`src/rtl/adc_demux_pkg.sv`:
```
package adc_demux_pkg;
  typedef enum logic {
    MODE_FULL = 1'b0,
    MODE_HALF = 1'b1
  } out_mode_e;
endpackage

```
`src/rtl/code_capture.sv`:
```
module code_capture #(
  parameter int DW = 8
) (
  input  logic          clk,
  input  logic          rst,
  input  logic          code_pos,
  input  logic [DW-1:0] din,
  output logic [DW-1:0] code_q
);
  localparam logic [DW-1:0] ALL_ONES = {DW{1'b1}};

  always_ff @(posedge clk) begin
    if (rst) code_q <= '0;
    else     code_q <= code_pos ? din : (din ^ ALL_ONES);
  end
endmodule

```
`src/rtl/phase_gen.sv`:
```
module phase_gen
  import adc_demux_pkg::*;
(
  input  logic      clk,
  input  logic      rst,
  input  logic      div_rst_n,
  input  logic      mode_sel,
  output out_mode_e mode_q,
  output logic      div_q
);
  always_ff @(posedge clk) begin
    if (rst || !div_rst_n) begin
      div_q  <= 1'b0;
      mode_q <= out_mode_e'(mode_sel);
    end else begin
      div_q  <= ~div_q;
    end
  end
endmodule

```
`src/rtl/lane_router.sv`:
```
module lane_router
  import adc_demux_pkg::*;
#(
  parameter int DW = 8
) (
  input  logic          clk,
  input  logic          rst,
  input  logic          run,
  input  out_mode_e     mode,
  input  logic          div_q,
  input  logic [DW-1:0] code_q,
  output logic [DW-1:0] p1_q,
  output logic [DW-1:0] p2_q
);
  logic [DW-1:0] hold_q;

  always_ff @(posedge clk) begin
    if (rst) begin
      hold_q <= '0;
      p1_q   <= '0;
      p2_q   <= '0;
    end else if (run) begin
      if (mode == MODE_HALF) begin
        if (!div_q) begin
          hold_q <= code_q;
        end else begin
          p1_q <= code_q;
          p2_q <= hold_q;
        end
      end else begin
        p1_q <= code_q;
        p2_q <= p1_q;
      end
    end
  end
endmodule

```
`src/rtl/adc_sample_demux.sv`:
```
module adc_sample_demux
  import adc_demux_pkg::*;
#(
  parameter int DW = 8
) (
  input  logic          clk,
  input  logic          rst,
  input  logic          div_rst_n,
  input  logic          mode_sel,
  input  logic          code_pos,
  input  logic [DW-1:0] din,
  output logic [DW-1:0] p1_data,
  output logic [DW-1:0] p2_data,
  output logic          clk_out
);
  logic [DW-1:0] code_q;
  out_mode_e     mode_q;
  logic          div_q;

  code_capture #(.DW(DW)) u_cap (
    .clk(clk), .rst(rst), .code_pos(code_pos), .din(din), .code_q(code_q)
  );

  phase_gen u_phase (
    .clk(clk), .rst(rst), .div_rst_n(div_rst_n), .mode_sel(mode_sel),
    .mode_q(mode_q), .div_q(div_q)
  );

  lane_router #(.DW(DW)) u_route (
    .clk(clk), .rst(rst), .run(div_rst_n), .mode(mode_q), .div_q(div_q),
    .code_q(code_q), .p1_q(p1_data), .p2_q(p2_data)
  );

  assign clk_out = (mode_q == MODE_HALF) ? div_q : ~clk;
endmodule

```
`config.mk`:
```
export PLATFORM = sky130hd
export DESIGN_NAME = adc_sample_demux
export DESIGN_NICKNAME = d
export VERILOG_FILES = /design/src/rtl/adc_demux_pkg.sv /design/src/rtl/code_capture.sv /design/src/rtl/phase_gen.sv /design/src/rtl/lane_router.sv /design/src/rtl/adc_sample_demux.sv
export SDC_FILE = /design/constraint.sdc
export NUM_CORES = 1
export LEC_CHECK = 0
export CORE_UTILIZATION = 35
export CTS_CLUSTER_SIZE = 40
export DETAILED_ROUTE_END_ITERATION = 8
export GPL_ROUTABILITY_DRIVEN = 1
export PLACE_DENSITY = 0.58
export SLEW_MARGIN = 25
export SYNTH_ARGS = -nofsm -noshare
export SYNTH_HDL_FRONTEND = slang
export SYNTH_HIERARCHICAL = 1
export SYNTH_SLANG_ARGS = --single-unit
```
`constraint.sdc`:
```
create_clock -name clk -period 1.8 [get_ports clk]
set_clock_uncertainty 0.1 [all_clocks]
set_input_delay 0.36 -clock clk [delete_from_list [all_inputs] [get_ports clk]]
set_output_delay 0.36 -clock clk [all_outputs]
set_load 0.01 [all_outputs]
```
# == Word-level counts from Yosys, hierarchy flattened ==
# Index checks and enable logic that the tools add are counted.
# word_totals
n_memories,0
romBits,0
ram_bits,0
output_inout_bits,17
ff_bits,34
latch_bits,0
word_cells,20
input_bits,13
# op_classes
shifts,0
n_addsub,0
mul,0
n_reduce_logical,4
div,0
order_cmp,0
bitwise,3
n_eq_ne,1
muxes,6
# ops
op,count
$mux 8,5
$not 8->8,1
$reduce_and 3->1,1
$ne 2x2->1 const B,1
$not 1->1,2
$reduce_and 2->1,1
$logic_not 1->1,1
$logic_or 1x1->1,1
$mux 1,1

# == Logic depth before layout (Yosys ltp) ==
# depth
depth_word,2
depth_mapped,6
ltp_nobuf,3

# == Modules after synthesis ==
# The synthesis kept the hierarchy.
# modules_own_cells
module,seq_area_each_um2,area_per_inst_um2,cells_each,n_inst
lane_router,480.5,1029.7,111,1
code_capture,160.2,275.3,26,1
phase_gen,50.0,68.8,4,1
adc_sample_demux,0.0,8.8,2,1

==> metrics <==
Worst Max-Slew Pin Slew about 400 ps; I/O pins 30; met1 usage 0.181; pwr dens 968 mW/mm^2; largest net degree at the start of global routing 22; core region area 0.00372 mm^2; Initial Utilization 0.372; Post-Syn Area 0.00138 mm^2; Tcrit/Tclk final 0.983; fin crit period 1770 ps; Setup CP Type register to output port; # port buffers 29; post-DP HPWL just under 2000 um; r2r setup slk ~160 ps; Max Clk Rate around 0.57 GHz; Lkg Pwr ~0.73 nW; Reg2Reg Launch Point u_phase/mode_q$_DFFE_PP_; area of placed instances 0.00172 mm^2; width of the die 64.9 um; gpl congestion 0.780; status complete, no violations; sequential area share after synthesis 0.500; Hold Path Class register to register; Worst path depth 1; RSZ-0062 raised after global routing false; Syn Nets 156; # rows 22; hold path start u_cap/code_q[5]$_SDFF_PP0_; Design Power 1.79 mW; Die Span Y 64.9 um; antenna-violating nets left 0; final net count 189; Max Cap Viol 0; CP delay by family, top buffers and inverters; Worst Path Required approximately 1300 ps; depth of the worst hold-timing path 2; R2R cell count 5; Antenna Cells 0; CP arrival roughly 1300 ps; crit end category output port; final WL approximately 2900 um; syn avg cell area roughly 9.7 um^2; Clk pin slew, worst setup/hold paths roughly 70 ps; antenna violations before repair 0; Yosys reg bits 34; Hold Crit Endpoint u_route/hold_q[5]$_SDFFE_PP0P_; iteration count of the initial detailed-routing pass 4; Final Cell Area approximately 0.0018 mm^2; Distinct cells, synth 20; met2 Usage GRT 0.251; Worst VDD drop 0.387 mV; post-DR vias/cell a little under 5; Yosys warnings 6; drt initial violations 41; worst skew pair latency 390 ps; first-pass GRT wire length 5020 um; Routed WL per cell 12.8 um; CTS tree built; vias 1093; drc violations 0; number of global-route vias before repair 1119; grt peak-use layer met2; gr usage total 0.168; Area Overhead vs Synth 33.7%; GRT overflow 0; share of cells above drive strength 1 0.130; Synth Instances 143; crit path buf inv count 1; Worst Path Max Fanout 3; Max Slew Vio Count 0; relative slew slack 0.735; startpoint types register; DIE AREA between 0.004 and 0.005 mm^2; final setup fails 0; worst path cell trace clkdlybuf4s50_1; GRT met3 Usage 0.0651; Reg2Reg Capture Point u_route/p2_q[6]$_SDFFE_PP0P_; Critical Path Slowest Stage Cell clkdlybuf4s50_1; Final Hold Fails 0; slowest stage delay, CP between 500 and 600 ps
-- synth_stat cells --
cell type / count / area [um^2]
a211oi_1: 6 / 45.0
a211oi_2: 2 / 25.0
a21oi_1: 16 / 80.1
and2_4: 1 / 8.76
and3b_1: 1 / 8.76
buf_1: 1 / 3.75
buf_2: 3 / 15.0
buf_6: 4 / 45.0
clkbuf_1: 5 / 18.8
dfxtp_1: 33 / 661
edfxtp_1: 1 / 30.0
mux2i_1: 8 / 80.1
nand2_1: 17 / 63.8
nand2b_1: 10 / 62.6
nand3b_1: 1 / 7.51
nand4b_1: 8 / 70.1
nor2_1: 8 / 30.0
nor3b_2: 1 / 12.5
o21ai_1: 9 / 45.0
xor2_1: 8 / 70.1
-- power breakdown --
| group | switching, mW | internal [mW] | leakage [nW] | total [mW] |
|---|---|---|---|---|
| clock | 0.301 | 0.416 | 0.0703 | 0.717 |
| combinational | 0.115 | 0.126 | 0.383 | 0.241 |
| sequential | 0.0279 | 0.803 | 0.281 | 0.831 |
-- logic make-up after synthesis --
| group | share of synthesized area |
|---|---|
| xor+xnor | 0.0507 |
| flops | 0.500 |
| compound gates | 0.141 |
| mux | 0.0579 |
| simple gates | 0.191 |
| buf+inv | 0.0597 |
-- placed cells by master, fill, tap and decap left out, drive strengths merged, types with 3 or more instances in the layout --
cell type | synthesis | final
a211oi | 8 | 8
a21oi | 16 | 16
buf | 8 | 9
clkbuf | 5 | 9
clkdlybuf4s50 | 0 | 25
dfxtp | 33 | 33
dlymetal6s2s | 0 | 3
mux2i | 8 | 8
nand2 | 17 | 17
nand2b | 10 | 10
nand4b | 8 | 8
nor2 | 8 | 8
o21ai | 9 | 9
xor2 | 8 | 8
-- timing repair --
item                       in CTS  in global routing
pin swaps                       1                  0
hold buffers                    0                  0
buffers inserted                0                  0
setup endpoints to repair       1                  3
resized for setup               5                  3
-- layout make-up --
type | count | area (um^2)
Fill cell | 364 | 1870
Sequential cell | 34 | 691
Multi-Input combinational cell | 96 | 613
Timing Repair Buffer | 36 | 360
Clock buffer | 10 | 119
Tap cell | 48 | 60.1
Clock inverter | 1 | 5.00
-- state kept, by name (all words and copies together) (netlist names) --
name and count:
u_cap/code_q 8, u_phase/div_q 1, u_phase/mode_q 1, u_route/hold_q 8, u_route/p1_q 8, u_route/p2_q 8
-- how the worst max path moves through the flow --
| stage | startpoint | to | slack (ps) |
|---|---|---|---|
| after CTS | u_route/p1_q[1]$_SDFFE_PP0P_ | p1_data[1] | 10 |
| after floorplan | clk | clk_out | 240 |
| after detailed placement | clk | clk_out | -190 |
| final | u_route/p1_q[6]$_SDFFE_PP0P_ | p1_data[6] | 30 |
| after global routing | u_route/p1_q[6]$_SDFFE_PP0P_ | p1_data[6] | 0.8 |
| after global placement | clk | clk_out | -190 |
-- per-stage QoR --
step                TNS (ps)  hold WS [ps]  utilization  setup slack, ps  std cells
finish                     0           357        0.497             31.2        225
floorplan                  0           330            -              241        143
global route               0           380        0.497            0.813        225
CTS                        0           353        0.495             10.4        225
global placement        -194           340        0.464             -194        215
detailed placement      -194           346        0.464             -194        215
-- routing by layer --
layer,vias up,part of all wire
li1,552,-
met3,9,0.060
met1,499,0.46
met2,33,0.45
met5,-,0
met4,0,0.028
(Power assumes the default switching activity.)
